$ cat src/rtl/csirx_regs_pkg.sv
`timescale 1ns/1ps
package csirx_regs_pkg;

    localparam logic [15:0] OFS_CTRL = 16'h0000;
    localparam logic [15:0] OFS_LANE = 16'h0004;
    localparam logic [15:0] OFS_STAT = 16'h0010;
    localparam logic [15:0] OFS_GIE  = 16'h0020;
    localparam logic [15:0] OFS_ISR  = 16'h0024;
    localparam logic [15:0] OFS_IER  = 16'h0028;
    localparam logic [15:0] OFS_VCX  = 16'h0034;

    localparam logic [31:0] ISR_VALID    = 32'hC07E3FFF;
    localparam int          VCX_SUM_BIT  = 30;
    localparam int          LANE_STOP_BIT = 17;
    localparam logic [31:0] ISR_EVT_MASK = ISR_VALID & ~(32'h1 << VCX_SUM_BIT);
    localparam logic [31:0] IER_MASK     = ISR_EVT_MASK & ~(32'h1 << LANE_STOP_BIT);

    typedef enum logic [2:0] {
        RS_NONE, RS_CTRL, RS_LANE, RS_STAT, RS_GIE, RS_ISR, RS_IER, RS_VCX
    } reg_sel_e;

    typedef struct packed {
        logic [15:0] pkt_count;
        logic        sfifo_full;
        logic        sfifo_nempty;
        logic        lbuf_full;
        logic        busy;
    } core_stat_t;

    function automatic reg_sel_e decode_addr(input logic [15:0] a);
        case (a)
            OFS_CTRL: return RS_CTRL;
            OFS_LANE: return RS_LANE;
            OFS_STAT: return RS_STAT;
            OFS_GIE:  return RS_GIE;
            OFS_ISR:  return RS_ISR;
            OFS_IER:  return RS_IER;
            OFS_VCX:  return RS_VCX;
            default:  return RS_NONE;
        endcase
    endfunction

    function automatic logic [31:0] pack_status(input core_stat_t s);
        return {s.pkt_count, 12'h000, s.sfifo_full, s.sfifo_nempty, s.lbuf_full, s.busy};
    endfunction

endpackage

$ cat src/rtl/csirx_ctrl.sv
`timescale 1ns/1ps
module csirx_ctrl #(
    parameter int RST_CYCLES = 16,
    parameter int MAX_LANES  = 4
) (
    input  logic        clk,
    input  logic        rst,
    input  logic        ctrl_wr_i,
    input  logic        lane_wr_i,
    input  logic [31:0] wdata_i,
    output logic        en_o,
    output logic        srst_o,
    output logic        busy_o,
    output logic [1:0]  act_lanes_o,
    output logic [31:0] ctrl_o,
    output logic [31:0] lane_o
);
    localparam int          CNT_W    = $clog2(RST_CYCLES + 1);
    localparam logic [1:0]  MAX_CODE = 2'(MAX_LANES - 1);

    logic             en_q, sr_q;
    logic [CNT_W-1:0] cnt_q;
    logic [1:0]       lanes_q;
    logic             start;

    // countdown starts on a new reset request or on a core disable
    assign start = ctrl_wr_i && ((wdata_i[1] && !sr_q) || (!wdata_i[0] && en_q));

    always_ff @(posedge clk) begin
        if (rst) begin
            en_q    <= 1'b0;
            sr_q    <= 1'b0;
            cnt_q   <= '0;
            lanes_q <= '0;
        end else begin
            if (ctrl_wr_i) begin
                en_q <= wdata_i[0];
                sr_q <= wdata_i[1];
            end
            if (lane_wr_i)
                lanes_q <= wdata_i[1:0];
            if (start)
                cnt_q <= CNT_W'(RST_CYCLES);
            else if (cnt_q != '0)
                cnt_q <= cnt_q - 1'b1;
        end
    end

    assign en_o        = en_q;
    assign srst_o      = sr_q;
    assign busy_o      = (cnt_q != '0);
    assign act_lanes_o = lanes_q;
    assign ctrl_o      = {30'h0, sr_q, en_q};
    assign lane_o      = {27'h0, MAX_CODE, 1'b0, lanes_q};


    busy_step_chk: assert property (@(posedge clk) disable iff (rst)
        (cnt_q != '0 && !start) |=> (cnt_q == $past(cnt_q) - 1'b1));


    busy_start_chk: assert property (@(posedge clk) disable iff (rst)
        start |=> busy_o);

endmodule

$ cat src/rtl/csirx_irq.sv
`timescale 1ns/1ps
module csirx_irq
    import csirx_regs_pkg::*;
#(
    parameter int VCX_W = 24
) (
    input  logic             clk,
    input  logic             rst,
    input  logic [31:0]      ev_i,
    input  logic [VCX_W-1:0] vcx_ev_i,
    input  logic             isr_wr_i,
    input  logic             ier_wr_i,
    input  logic             gie_wr_i,
    input  logic             vcx_wr_i,
    input  logic [31:0]      wdata_i,
    output logic [31:0]      isr_o,
    output logic [31:0]      ier_o,
    output logic [31:0]      gie_o,
    output logic [31:0]      vcx_o,
    output logic             irq_o
);
    logic [31:0]      isr_q, ier_q, isr_clr;
    logic [VCX_W-1:0] vcx_q, vcx_clr;
    logic             gie_q;

    assign isr_clr = isr_wr_i ? wdata_i : 32'h0;
    assign vcx_clr = vcx_wr_i ? wdata_i[VCX_W-1:0] : '0;

    always_ff @(posedge clk) begin
        if (rst) begin
            isr_q <= '0;
            ier_q <= '0;
            vcx_q <= '0;
            gie_q <= 1'b0;
        end else begin
            // set wins over clear
            isr_q <= (isr_q & ~isr_clr) | (ev_i & ISR_EVT_MASK);
            vcx_q <= (vcx_q & ~vcx_clr) | vcx_ev_i;
            if (ier_wr_i) ier_q <= wdata_i & IER_MASK;
            if (gie_wr_i) gie_q <= wdata_i[0];
        end
    end

    always_comb begin
        isr_o = isr_q;
        isr_o[VCX_SUM_BIT] = |vcx_q;
    end

    assign ier_o = ier_q;
    assign gie_o = {31'h0, gie_q};
    assign vcx_o = 32'(vcx_q);
    assign irq_o = gie_q && |(isr_o & ier_q);


    w1c_clear_chk: assert property (@(posedge clk) disable iff (rst)
        isr_wr_i |=> ((isr_q & $past(wdata_i & ~ev_i)) == 32'h0));


    evt_sticky_chk: assert property (@(posedge clk) disable iff (rst)
        (|(ev_i & ISR_EVT_MASK)) |=>
            ((isr_q & $past(ev_i & ISR_EVT_MASK)) == $past(ev_i & ISR_EVT_MASK)));


    vcx_clear_chk: assert property (@(posedge clk) disable iff (rst)
        vcx_wr_i |=> ((vcx_q & $past(wdata_i[VCX_W-1:0] & ~vcx_ev_i)) == '0));


    ier_rsvd_chk: assert property (@(posedge clk) disable iff (rst)
        ier_wr_i |=> (!ier_q[VCX_SUM_BIT] && !ier_q[LANE_STOP_BIT]));

endmodule

$ cat src/rtl/csirx_regbank.sv
`timescale 1ns/1ps
module csirx_regbank
    import csirx_regs_pkg::*;
#(
    parameter int ADDR_W     = 8,
    parameter int RST_CYCLES = 16,
    parameter int MAX_LANES  = 4,
    parameter int PKT_CNT_W  = 16,
    parameter int VCX_CH     = 12
) (
    input  logic                 clk,
    input  logic                 rst,
    input  logic                 reg_wr,
    input  logic [ADDR_W-1:0]    reg_addr,
    input  logic [31:0]          reg_wdata,
    output logic [31:0]          reg_rdata,
    input  logic [31:0]          evt_i,
    input  logic [2*VCX_CH-1:0]  vcx_evt_i,
    input  logic [PKT_CNT_W-1:0] pkt_count_i,
    input  logic                 sfifo_full_i,
    input  logic                 sfifo_nempty_i,
    input  logic                 lbuf_full_i,
    output logic                 core_en_o,
    output logic                 soft_rst_o,
    output logic                 dp_rst_o,
    output logic [1:0]           act_lanes_o,
    output logic                 irq_o
);
    localparam int VCX_W = 2 * VCX_CH;

    reg_sel_e    sel;
    core_stat_t  stat;
    logic [31:0] ctrl_rd, lane_rd, isr_rd, ier_rd, gie_rd, vcx_rd;
    logic        busy;

    assign sel = decode_addr(16'(reg_addr));

    csirx_ctrl #(.RST_CYCLES(RST_CYCLES), .MAX_LANES(MAX_LANES)) u_ctrl (
        .clk        (clk),
        .rst        (rst),
        .ctrl_wr_i  (reg_wr && sel == RS_CTRL),
        .lane_wr_i  (reg_wr && sel == RS_LANE),
        .wdata_i    (reg_wdata),
        .en_o       (core_en_o),
        .srst_o     (soft_rst_o),
        .busy_o     (busy),
        .act_lanes_o(act_lanes_o),
        .ctrl_o     (ctrl_rd),
        .lane_o     (lane_rd)
    );

    csirx_irq #(.VCX_W(VCX_W)) u_irq (
        .clk      (clk),
        .rst      (rst),
        .ev_i     (evt_i),
        .vcx_ev_i (vcx_evt_i),
        .isr_wr_i (reg_wr && sel == RS_ISR),
        .ier_wr_i (reg_wr && sel == RS_IER),
        .gie_wr_i (reg_wr && sel == RS_GIE),
        .vcx_wr_i (reg_wr && sel == RS_VCX),
        .wdata_i  (reg_wdata),
        .isr_o    (isr_rd),
        .ier_o    (ier_rd),
        .gie_o    (gie_rd),
        .vcx_o    (vcx_rd),
        .irq_o    (irq_o)
    );

    assign dp_rst_o = busy;

    always_comb begin
        stat.pkt_count    = 16'(pkt_count_i);
        stat.sfifo_full   = sfifo_full_i;
        stat.sfifo_nempty = sfifo_nempty_i;
        stat.lbuf_full    = lbuf_full_i;
        stat.busy         = busy;
    end

    always_comb begin
        case (sel)
            RS_CTRL: reg_rdata = ctrl_rd;
            RS_LANE: reg_rdata = lane_rd;
            RS_STAT: reg_rdata = pack_status(stat);
            RS_GIE:  reg_rdata = gie_rd;
            RS_ISR:  reg_rdata = isr_rd;
            RS_IER:  reg_rdata = ier_rd;
            RS_VCX:  reg_rdata = vcx_rd;
            default: reg_rdata = 32'h0;
        endcase
    end


    irq_gate_chk: assert property (@(posedge clk) disable iff (rst)
        irq_o |-> (gie_rd[0] && ((isr_rd & ier_rd & IER_MASK) != 32'h0)));

endmodule

$ cat config.mk
export PLATFORM = sky130hd
export DESIGN_NAME = csirx_regbank
export DESIGN_NICKNAME = d
export VERILOG_FILES = /design/src/rtl/csirx_regs_pkg.sv /design/src/rtl/csirx_ctrl.sv /design/src/rtl/csirx_irq.sv /design/src/rtl/csirx_regbank.sv
export SDC_FILE = /design/constraint.sdc
export NUM_CORES = 1
export LEC_CHECK = 0
export CELL_PAD_IN_SITES_DETAIL_PLACEMENT = 1
export CELL_PAD_IN_SITES_GLOBAL_PLACEMENT = 1
export CORE_MARGIN = 4
export CORE_UTILIZATION = 33
export CTS_BUF_LIST = sky130_fd_sc_hd__clkbuf_4
export DETAILED_ROUTE_END_ITERATION = 12
export HOLD_SLACK_MARGIN = 0.12
export PLACE_DENSITY_LB_ADDON = 0.1
export REMOVE_ABC_BUFFERS = 1
export SLEW_MARGIN = 20
export SYNTH_ARGS = -nofsm -noshare
export SYNTH_HDL_FRONTEND = slang
export SYNTH_SLANG_ARGS = --single-unit
$ cat constraint.sdc
create_clock -name clk -period 2.4 [get_ports clk]
set_input_delay 0.48 -clock clk [delete_from_list [all_inputs] [get_ports clk]]
set_output_delay 0.48 -clock clk [all_outputs]
set_load 0.1 [all_outputs]
* After elaboration in Yosys (flattened, before gate mapping)
Index checks and enable logic that the tools add are counted.
** Storage, ports and cells
- Output and inout port bits :: 38
- Word-level logic and storage cells :: 55
- Bits in registers :: 86
- Input port bits :: 118
** Cells by class
- $add $sub $neg :: 1
- Muxes and demuxes :: 6
- Bitwise logic cells :: 7
- Equal/unequal tests :: 13
- Reductions and logical operators :: 19
** Operators with widths (count)
- case mux 32 bit (7 select lines) :: 1
- AND 32 bit :: 2
- == test 8 x 6 -> 1 bit (second input constant) :: 4
- two-way mux 32 bit :: 1
- NOT 32 bit :: 1
- bitwise OR 32 bit :: 1
- OR reduction 32 bit :: 1
- AND 24 bit :: 1
- two-way mux 24 bit :: 1
- NOT 24 bit :: 1
- bitwise OR 24 bit :: 1
- OR reduction 24 bit :: 1
- case mux 3 bit (7 select lines) :: 1
- == test 3 bit (second input constant) :: 4
- logical AND 1 bit :: 10
- two-way mux 5 bit :: 2
- == test 8 x 3 -> 1 bit (second input constant) :: 1
- == test 8 x 5 -> 1 bit (second input constant) :: 1
- logical NOT 8 bit :: 1
- == test 3 x 2 -> 1 bit (second input constant) :: 2
- nonzero test 5 bit :: 1
- subtractor 5 x 1 -> 5 bit (second input constant) :: 1
- == test 3 x 1 -> 1 bit (second input constant) :: 1
- logical NOT 1 bit :: 2
- 3 further kinds :: 3

* Logic depth before layout (Yosys ltp)
Gate-level depths: netlist of the first run.
- Depth in word-level cells :: 8
- Mapped depth :: 7

* Modules after synthesis
Synthesis of the first run repeated with hierarchy kept, for this count alone.
** Second synthesis, totals
- Cell total of the unflattened synthesis :: 787
- Area, all modules :: 6416.2 µm²
** By module, submodules not included
- csirx_irq :: area each 3121.7 µm², cells each 362, sequential area each 1521.5 µm², instances 1
- csirx_regbank :: area each 2411.1 µm², cells each 321, sequential area each 0.0 µm², instances 1
- csirx_ctrl :: area each 883.3 µm², cells each 104, sequential area each 180.2 µm², instances 1

* Least setup slack after synthesis of the first run
Ideal clock, no wire load.
- Path kind :: input to output
- From :: input port reg_addr[3]
- To :: output port reg_rdata[18]
- Stages :: 5
- Slack :: -1.621 ns
- Arrival time :: 3.541 ns
- Path through :: buf_6 > nor3_4 > nand2_1 > or4_4 > o21ai_0
** Between the ends
- Cells in the longest elaborated chain, start to end :: 4
** Ends and longest elaborated chain
- from (decl) :: RTL line csirx_regbank.sv:14 : input logic [ADDR_W-1:0] reg_addr,
- == test 8 x 6 -> 1 bit, or another cell as far along :: RTL line csirx_regs_pkg.sv:31 : case (a)
- case mux 3 bit (7 select lines) (*) :: RTL line csirx_regs_pkg.sv:31
- == test 3 bit, or another cell as far along :: RTL line csirx_regbank.sv:80 : case (sel)
- case mux 32 bit (7 select lines) (*) :: RTL line csirx_regbank.sv:80
- to (decl) :: RTL line csirx_regbank.sv:16 : output logic [31:0] reg_rdata,
Every way passes the cells marked *; elsewhere a longest branch is shown, timed or not.

* Worst setup path after layout of the first run
- From :: input port reg_addr[7]
- To :: output port reg_rdata[4]
The elaborated chain is that of the path after synthesis.

==> out/metrics.yaml, run 1 <==
global_routing:
  use_met1_pct: 29.4
  grt.total_usage_pct: 24.2
  grt_start_max_net_pins: 36
  grt_use_met2_pct: 42.8
  number_of_global_route_vias_before_repair: 4887
  number_of_antenna_violations_at_the_first_check_in_global_routing: 0
  grt_pass1_wl_mm: 27.1
  grt.overflow.total: 0
  grt_use_met3_pct: 6.55
  grt_most_used_layer: "met2"
worst_setup_path:
  timing.critical_path.slowest_stage_cell: "sky130_fd_sc_hd__nor4b_4"
  cp-end-kind: "output port"
  critPathRequiredTime_ns: 1.92
  start_kind: "input pin"
  crit_path_max_fanout: 6
  cp_cell_sequence: "buf_6, nor4b_4, and3_4, clkbuf_16, a22oi_1, o21ai_2, buf_12"
  cpLargestDelayFamily: "simple AND/OR/NAND/NOR gates"
  worst_stage_delay_on_the_critical_path_ns: 0.37
  worst_path_arrival_ns: 1.90
  worst-path-buf-inv: 3
  start_to_end_type_of_the_worst_setup_path: "input pin to output port"
sta:
  finalSetupViolations: 0
  final_hold_viol_count: 0
  fmax_mhz: 421
  setup-tns-final_ns: 0
  holdWs_ns: 0.357
  skew_ns: 0.00954
  max-slew-margin-rel_pct: 73.7
  timing.final.max_slew_violations: 0
  final_min_period_over_clock_period_pct: 99.0
  period_needed_ns: 2.38
  worst-slew-pin-transition_ns: 0.395
  rsz_0062_raised_after_global_routing: "yes"
placement:
  gp_congestion: 0.846
  dpl_cell_area_um2: 6320
  post-place-cells: 798
  buffer_ports.inserted: 143
  dpl.hpwl_mm: 12.6
floorplanning:
  design.core.area_um2: 12100
  std_cell_rows: 40
  die_y_um: 119
  io_pins: 156
  die_w_um: 119
  start_util_pct: 34.0
  die-area_um2: 14300
clocking:
  number_of_clock_buffers_inserted_by_tritoncts: 9
  cts-htree-levels: 3
  clock_insertion_delay_worst_skew_ns: 0.46
  clock-root-buffer: "sky130_fd_sc_hd__clkbuf_4"
  cts-root-to-sink-buffers: 2
  sink_count: 85
  clk_transition_reported_paths_ns: 0.12
  holdBufCountCts: 0
  cts_tree: "done"
finish:
  multi_input_area_um2: 2340
  drive_above_1_share_pct: 27.7
  final-seq-area_um2: 1720
  layoutNonFillerInstCount: 832
  final_nets: 779
  post-route-cell-area_um2: 6880
  ant_diodes: 0
  fin_util_pct: 57.0
  fill_cells: 1353
  layout-area-overhead-vs-synth_pct: 67.9
synthesis:
  synth-edff-count: 0
  syn-instance-count: 473
  largest_family_of_logic_cells_by_synthesized_area: "simple AND/OR/NAND/NOR gates"
  synth.most_common_cell: "sky130_fd_sc_hd__dfxtp_1"
  synth-warning-count: 0
  synth.yosys.seq_area_share_pct: 41.5
  netlist.top_cell.by_area: "sky130_fd_sc_hd__dfxtp_1"
  post-synth-top-area-fraction_pct: 41.5
  yosys-top-cells-area: "sky130_fd_sc_hd__dfxtp_1, sky130_fd_sc_hd__mux2i_1, sky130_fd_sc_hd__a21oi_1, sky130_fd_sc_hd__nand4_1, sky130_fd_sc_hd__nor2_1"
  yosys-top-cells-count: "sky130_fd_sc_hd__dfxtp_1, sky130_fd_sc_hd__nor2_1, sky130_fd_sc_hd__a21oi_1"
  syn-cell-area_um2: 4100
  ff_latch_count_synth: 85
  area_fraction_in_and_or_nand_and_nor_cells_after_synthesis_pct: 23.1
  async_reset_ff_share_pct: 0
  synthXorXnorAreaFrac_pct: 0.641
  synth_cell_types: 42
  share_of_synthesized_area_spent_on_multiplexers_pct: 8.12
  synth-compound-area-share_pct: 19.1
  dominantRegCellSynth: "sky130_fd_sc_hd__dfxtp_1"
  synth_adder_area_share_pct: 0.611
  synthesis.area_per_instance_um2: 8.66
detailed_routing:
  wl_per_cell_um: 21.2
  number_of_vias_in_the_routed_layout: 4566
  drtIter0Drc: 277
  drtPass1Iterations: 5
  detail_route.wirelength_mm: 17.6
  avgViaCountPerCell: 5.49
  antenna_left: 0
  drc: 0
power_and_ir_drop:
  cellPowerDensity_nw_per_um2: 481
  vdd_drop_max_mv: 0.286
  power_leakage_uw: 0.00287
hold_path:
  hold_class: "input pin to flop"
status:
  status: "finished, final reports clean"
run:
  maxCapViolations: 0
==> what timing repair did <==
item,in CTS,in global routing
endpoints found under the setup margin,34,32
pin swaps,20,14
resized for setup,85,45
setup buffers,11,6
cloned,2,2
endpoints found under the hold margin,0,0
==> cell type report <==
cell class	instances	area share (%)
Timing Repair Buffer	214	35.6
Multi-Input combinational cell	331	34.0
Sequential cell	85	25.0
Tap cell	168	3.06
Clock buffer	9	0.982
Inverter	18	0.982
Clock inverter	7	0.473
==> per-stage QoR <==
| step | setup WS, ns | power, µW |
|---|---|---|
| final | 0.0236 | 3310 |
| after CTS | -0.0225 | 3260 |
| after floorplan | -2.19 | 2020 |
| after global placement | -0.516 | 2470 |
| after global routing | -0.0645 | 3480 |
| after detailed placement | -0.579 | 2520 |
==> placed cells by master (no fill, tap or decap), types with 8 or more instances in the layout <==
cell                              netlist  routed
sky130_fd_sc_hd__inv_1                 18      16
sky130_fd_sc_hd__clkbuf_4               0      10
sky130_fd_sc_hd__buf_12                 0      38
sky130_fd_sc_hd__a22o_1                11      10
sky130_fd_sc_hd__a21oi_1               61      60
sky130_fd_sc_hd__a22oi_1               11       8
sky130_fd_sc_hd__buf_4                  4      57
sky130_fd_sc_hd__a222oi_1              14      14
sky130_fd_sc_hd__nand2b_1              11      11
sky130_fd_sc_hd__dfxtp_1               85      76
sky130_fd_sc_hd__mux2i_1               31      31
sky130_fd_sc_hd__clkdlybuf4s50_1        0      95
sky130_fd_sc_hd__nor2_1                74      74
sky130_fd_sc_hd__nand4_1               48      48
sky130_fd_sc_hd__o21ai_2                0      10
sky130_fd_sc_hd__buf_6                  4      13
==> worst reg2reg max path, delay by kind of cell, from the launching register on <==
kind                     cells  cell delay, ns
adder cells (fa/ha/maj)      1            0.16
flip-flops                   1            0.35
AND/OR/NAND/NOR              1            0.23
buffers and inverters        3            0.37
AO/OA/AOI/OAI                1            0.25
==> power by group <==
group | switching [µW] | internal (µW) | total, µW
Clock | 498 | 196 | 694
Combinational | 497 | 498 | 995
Sequential | 110 | 1510 | 1620
==> routing by layer <==
layer / part of all wire, % / up-vias
met3: 7.2 / 23
li1: - / 2138
met4: 1.5 / 0
met1: 40 / 2248
met5: 0 / -
met2: 52 / 157
==> path summary, 6_finish.rpt <==
check,cells after the start,slack (ns),start,to
worst max register to register,6,0.95,u_ctrl.cnt_q[0],u_ctrl.cnt_q[1]
worst max-delay path,7,0.02,reg_addr[7],reg_rdata[4]
worst min register to register,2,0.46,u_irq.isr_q[16],u_irq.isr_q[16]
worst min-delay path,2,0.36,rst,u_irq.isr_q[2]
==> cells by family (layout without fill, tap and decap cells) <==
logic type | after synthesis | in the layout
adders and majority gates | 2 | 2
muxes | 33 | 33
AOI/OAI and AO/OA | 119 | 119
xor gates and xnor gates | 3 | 3
DFF | 85 | 85
and+or+nand+nor | 174 | 174
buffers and inverters | 57 | 248
==> state kept, by name (all words and copies together), names as in the netlist <==
register / flops
u_irq.isr_q: 31
u_irq.vcx_q: 24
u_irq.ier_o: 20
u_ctrl.cnt_q: 5
u_ctrl.act_lanes_o: 2
u_ctrl.en_o: 1
u_ctrl.srst_o: 1
u_irq.gie_q: 1
(Power assumes the default switching activity.)
==> run 2: changes to the inputs <==
--- a/config.mk
+++ b/config.mk
@@ -8,7 +8,7 @@
 export CELL_PAD_IN_SITES_DETAIL_PLACEMENT = 1
 export CELL_PAD_IN_SITES_GLOBAL_PLACEMENT = 1
 export CORE_MARGIN = 4
-export CORE_UTILIZATION = 33
+export CORE_UTILIZATION = 38
 export CTS_BUF_LIST = sky130_fd_sc_hd__clkbuf_4
 export DETAILED_ROUTE_END_ITERATION = 12
 export HOLD_SLACK_MARGIN = 0.12
@@ -17,4 +17,5 @@
 export SLEW_MARGIN = 20
 export SYNTH_ARGS = -nofsm -noshare
 export SYNTH_HDL_FRONTEND = slang
+export SYNTH_HIERARCHICAL = 1
 export SYNTH_SLANG_ARGS = --single-unit
==> run 2 against run 1 <==
Compared with the run above: the run now ends with negative setup slack left; design area rose by 32%; sequential power barely moved; non-clock buffer count rose by 12.
==> out/metrics.yaml, run 2 <==
status:
  status: "finished, violations left"  # was finished, final reports clean
  failed_checks: "negative setup slack"
synthesis:
  netlist.top_cell.by_area: "sky130_fd_sc_hd__dfxtp_1"  # unchanged
  synth.most_common_cell: "sky130_fd_sc_hd__buf_4"  # was sky130_fd_sc_hd__dfxtp_1
  yosys-top-cells-count: "sky130_fd_sc_hd__buf_4, sky130_fd_sc_hd__dfxtp_1, sky130_fd_sc_hd__nand3b_1"  # was sky130_fd_sc_hd__dfxtp_1, sky130_fd_sc_hd__nor2_1, sky130_fd_sc_hd__a21oi_1
  yosys-top-cells-area: "sky130_fd_sc_hd__dfxtp_1, sky130_fd_sc_hd__buf_4, sky130_fd_sc_hd__nand3b_1, sky130_fd_sc_hd__mux2i_1, sky130_fd_sc_hd__a211oi_1"  # was sky130_fd_sc_hd__dfxtp_1, sky130_fd_sc_hd__mux2i_1, sky130_fd_sc_hd__a21oi_1, sky130_fd_sc_hd__nand4_1, sky130_fd_sc_hd__nor2_1
  synth-warning-count: 6  # was 0
  synth-edff-count: 0  # unchanged
  syn-cell-area_um2: 6420  # was 4100 µm²
  post-synth-top-area-fraction_pct: 26.5  # was 41.5%
  synth_cell_types: 47  # was 42
  synth.yosys.seq_area_share_pct: 26.5  # was 41.5%
  syn-instance-count: 787  # was 473
  ff_latch_count_synth: 85  # unchanged
  synthesis.area_per_instance_um2: 8.15  # was 8.66 µm²
  async_reset_ff_share_pct: 0  # unchanged
  dominantRegCellSynth: "sky130_fd_sc_hd__dfxtp_1"  # unchanged
detailed_routing:
  drc: 0  # unchanged
  number_of_vias_in_the_routed_layout: 6240  # was 4,566
  antenna_left: 0  # unchanged
  drtIter0Drc: 403  # was 277
  detail_route.wirelength_mm: 24.2  # was 17.6 mm
  wl_per_cell_um: 20.6  # was 21.2 µm
  drtPass1Iterations: 5  # unchanged
  avgViaCountPerCell: 5.30  # was 5.49
clocking:
  clock_insertion_delay_worst_skew_ns: 0.47  # was 0.46 ns
  clock-root-buffer: "sky130_fd_sc_hd__clkbuf_4"  # unchanged
  cts-htree-levels: 3  # unchanged
  sink_count: 85  # unchanged
  holdBufCountCts: 0  # unchanged
  cts_tree: "done"  # unchanged
  cts-root-to-sink-buffers: 2  # unchanged
  number_of_clock_buffers_inserted_by_tritoncts: 9  # unchanged
  clk_transition_reported_paths_ns: 0.14  # was 0.12 ns
sta:
  final_hold_viol_count: 0  # unchanged
  max-slew-margin-rel_pct: 47.3  # was 73.7%
  period_needed_ns: 2.78  # was 2.38 ns
  finalSetupViolations: 32  # was 0
  timing.final.max_slew_violations: 0  # unchanged
  postLayoutSetupSlackWorst_ns: -0.380  # was 0.0236 ns
  rsz_0062_raised_after_global_routing: "yes"  # unchanged
  holdWs_ns: 0.447  # was 0.357 ns
  final_min_period_over_clock_period_pct: 116  # was 99.0%
  fmax_mhz: 360  # was 421 MHz
  setup-tns-final_ns: -5.26  # was 0 ns
  worst-slew-pin-transition_ns: 0.790  # was 0.395 ns
  skew_ns: 0.00909  # was 0.00954 ns
floorplanning:
  die-area_um2: 19000  # was 14,300 µm²
  die_w_um: 138  # was 119 µm
  design.core.area_um2: 16600  # was 12,100 µm²
  std_cell_rows: 47  # was 40
  start_util_pct: 38.7  # was 34.0%
  die_y_um: 138  # was 119 µm
  io_pins: 156  # unchanged
global_routing:
  number_of_antenna_violations_at_the_first_check_in_global_routing: 1  # was 0
  grt_start_max_net_pins: 33  # was 36
  grt.total_usage_pct: 25.8  # was 24.2%
  grt_pass1_wl_mm: 37.5  # was 27.1 mm
  number_of_global_route_vias_before_repair: 6715  # was 4,887
  grt.overflow.total: 0  # unchanged
finish:
  multi_input_area_um2: 4240  # was 2340 µm²
  top_register: "u_irq/isr_q"  # was u_irq.isr_q
  drive_above_1_share_pct: 23.8  # was 27.7%
  layout-area-overhead-vs-synth_pct: 41.1  # was 67.9%
  fill_cells: 1930  # was 1,353
  final_cell_mix: "sky130_fd_sc_hd__conb_1, sky130_fd_sc_hd__clkdlybuf4s50_1, sky130_fd_sc_hd__nand3b_1"  # was sky130_fd_sc_hd__clkdlybuf4s50_1, sky130_fd_sc_hd__dfxtp_1, sky130_fd_sc_hd__nor2_1
  largest_reg_flops: 31  # unchanged
  layout.cells.most_common: "sky130_fd_sc_hd__conb_1"  # was sky130_fd_sc_hd__clkdlybuf4s50_1
  final-seq-area_um2: 1720  # about the same
  ant_diodes: 0  # unchanged
  final_nets: 1071  # was 779
worst_setup_path:
  timing.critical_path.slowest_stage_cell: "sky130_fd_sc_hd__dfxtp_2"  # was sky130_fd_sc_hd__nor4b_4
  crit_path_max_fanout: 2  # was 6
  r2r-start: "u_ctrl/cnt_q[1]"  # was u_ctrl.cnt_q[0]
  worst_r2r_endpoint: "u_ctrl/cnt_q[1]"  # was u_ctrl.cnt_q[1]
  start_kind: "flop"  # was input pin
  start_to_end_type_of_the_worst_setup_path: "flop to output port"  # was input pin to output port
  worst_path_arrival_ns: 2.30  # was 1.90 ns
  cp_cell_sequence: "nor4_4, buf_4, and4_4, nand3_2, nand3b_1, a211oi_1, a2111o_1, buf_12"  # was buf_6, nor4b_4, and3_4, clkbuf_16, a22oi_1, o21ai_2, buf_12
  reg2regPathDepth: 6  # unchanged
  reg2reg_setup_slack_ns: 0.91  # was 0.95 ns
  worst_stage_delay_on_the_critical_path_ns: 0.36  # was 0.37 ns
  critPathRequiredTime_ns: 1.92  # about the same
  cp-end-kind: "output port"  # unchanged
hold_path:
  hold_path.startpoint: "u_irq/isr_q[28]"  # was rst
  hold_class: "flop to flop"  # was input pin to flop
  hold_end: "u_irq/isr_q[28]"  # was u_irq.isr_q[2]
  hold_path_depth: 2  # unchanged
placement:
  dpl.hpwl_mm: 16.9  # was 12.6 mm
  buffer_ports.inserted: 143  # unchanged
  gp_congestion: 0.829  # was 0.846
power_and_ir_drop:
  power_leakage_uw: 0.00340  # was 0.00287 µW
  vdd_drop_max_mv: 0.275  # was 0.286 mV
  cellPowerDensity_nw_per_um2: 397  # was 481 nW/µm²
run:
  maxCapViolations: 0  # unchanged
## run 2: changes by cell type in the layout (fill, tap and decap cells not counted), moves of 27 or more
cell                       change
sky130_fd_sc_hd__conb_1      +111
sky130_fd_sc_hd__nand4_1      -47
sky130_fd_sc_hd__nand3b_1     +79
sky130_fd_sc_hd__nand2_1      +40
sky130_fd_sc_hd__mux2i_1      +27
sky130_fd_sc_hd__a211oi_2     +30
## run 2: layout make-up
| cell class | instances | share of cell area (%) |
|---|---|---|
| Multi-Input combinational cell | 616 | 46.8 |
| Timing Repair Buffer | 226 | 29.5 |
| Sequential cell | 85 | 18.9 |
| Tap cell | 220 | 3.04 |
| Clock buffer | 12 | 0.995 |
| Inverter | 14 | 0.580 |
| Clock inverter | 4 | 0.166 |
## run 2: how the worst max path moves through the flow
stage	depth (start not counted)	slack, ns	start	endpoint
floorplan	5	-0.80	reg_addr[1]	u_irq/isr_q[0]
global placement	6	-0.58	reg_addr[1]	reg_rdata[23]
detailed placement	6	-0.62	reg_addr[1]	reg_rdata[7]
CTS	8	-0.46	u_irq/vcx_q[23]	reg_rdata[30]
global route	8	-0.46	u_irq/vcx_q[23]	reg_rdata[30]
finish	8	-0.38	u_irq/vcx_q[23]	reg_rdata[30]
## run 2: timing repair
item | 4_1_cts | 5_1_grt
cloned | 8 | 0
resized for setup | 86 | 33
setup endpoints to repair | 33 | 33
pin swaps | 38 | 25
buffers inserted | 12 | 9
## run 2: kinds of logic (layout without fill, tap and decap cells)
logic type,count (synthesis),count (layout),share of synthesized area (%)
mux,58,58,9.05
compound gates,164,164,19.8
simple gates,278,279,24.7
flops,85,85,26.5
xor+xnor,3,3,0.410
other cells,3,111,0.175
fa+ha+maj,1,1,0.195
buf+inv,195,256,19.2
## run 2: worst max-delay path: cells and delay by family (launching register included)
kind            cells  cell delay, ns
simple gates        4            0.70
compound gates      2            0.42
flops               1            0.36
buf+inv             2            0.35
## run 2: metrics by stage
step,instances,total power (µW),setup slack [ns],util [%],instance area [µm²]
2_1_floorplan,714,2120,-0.801,-,5640
3_3_place_gp,1139,2670,-0.579,49.9,8280
3_5_place_dp,1139,2710,-0.618,49.9,8280
4_1_cts,1174,3570,-0.458,54.2,8990
5_1_grt,1177,3780,-0.457,54.6,9060
6_report,1177,3600,-0.380,54.6,9060
## run 2: metal layers
metal / wire length (µm) / track usage, % / vias to the layer above
met5: 13 / 0 / -
met4: 373 / 8.07 / 2
met3: 1100 / 3.48 / 26
met2: 12200 / 44.7 / 173
met1: 10600 / 33.1 / 3082
li1: - / - / 2957
## run 2: power by group
| part | internal, µW | total [µW] | switching [µW] |
|---|---|---|---|
| registers | 1500 | 1600 | 104 |
| clock network | 236 | 740 | 504 |
| logic | 609 | 1250 | 644 |
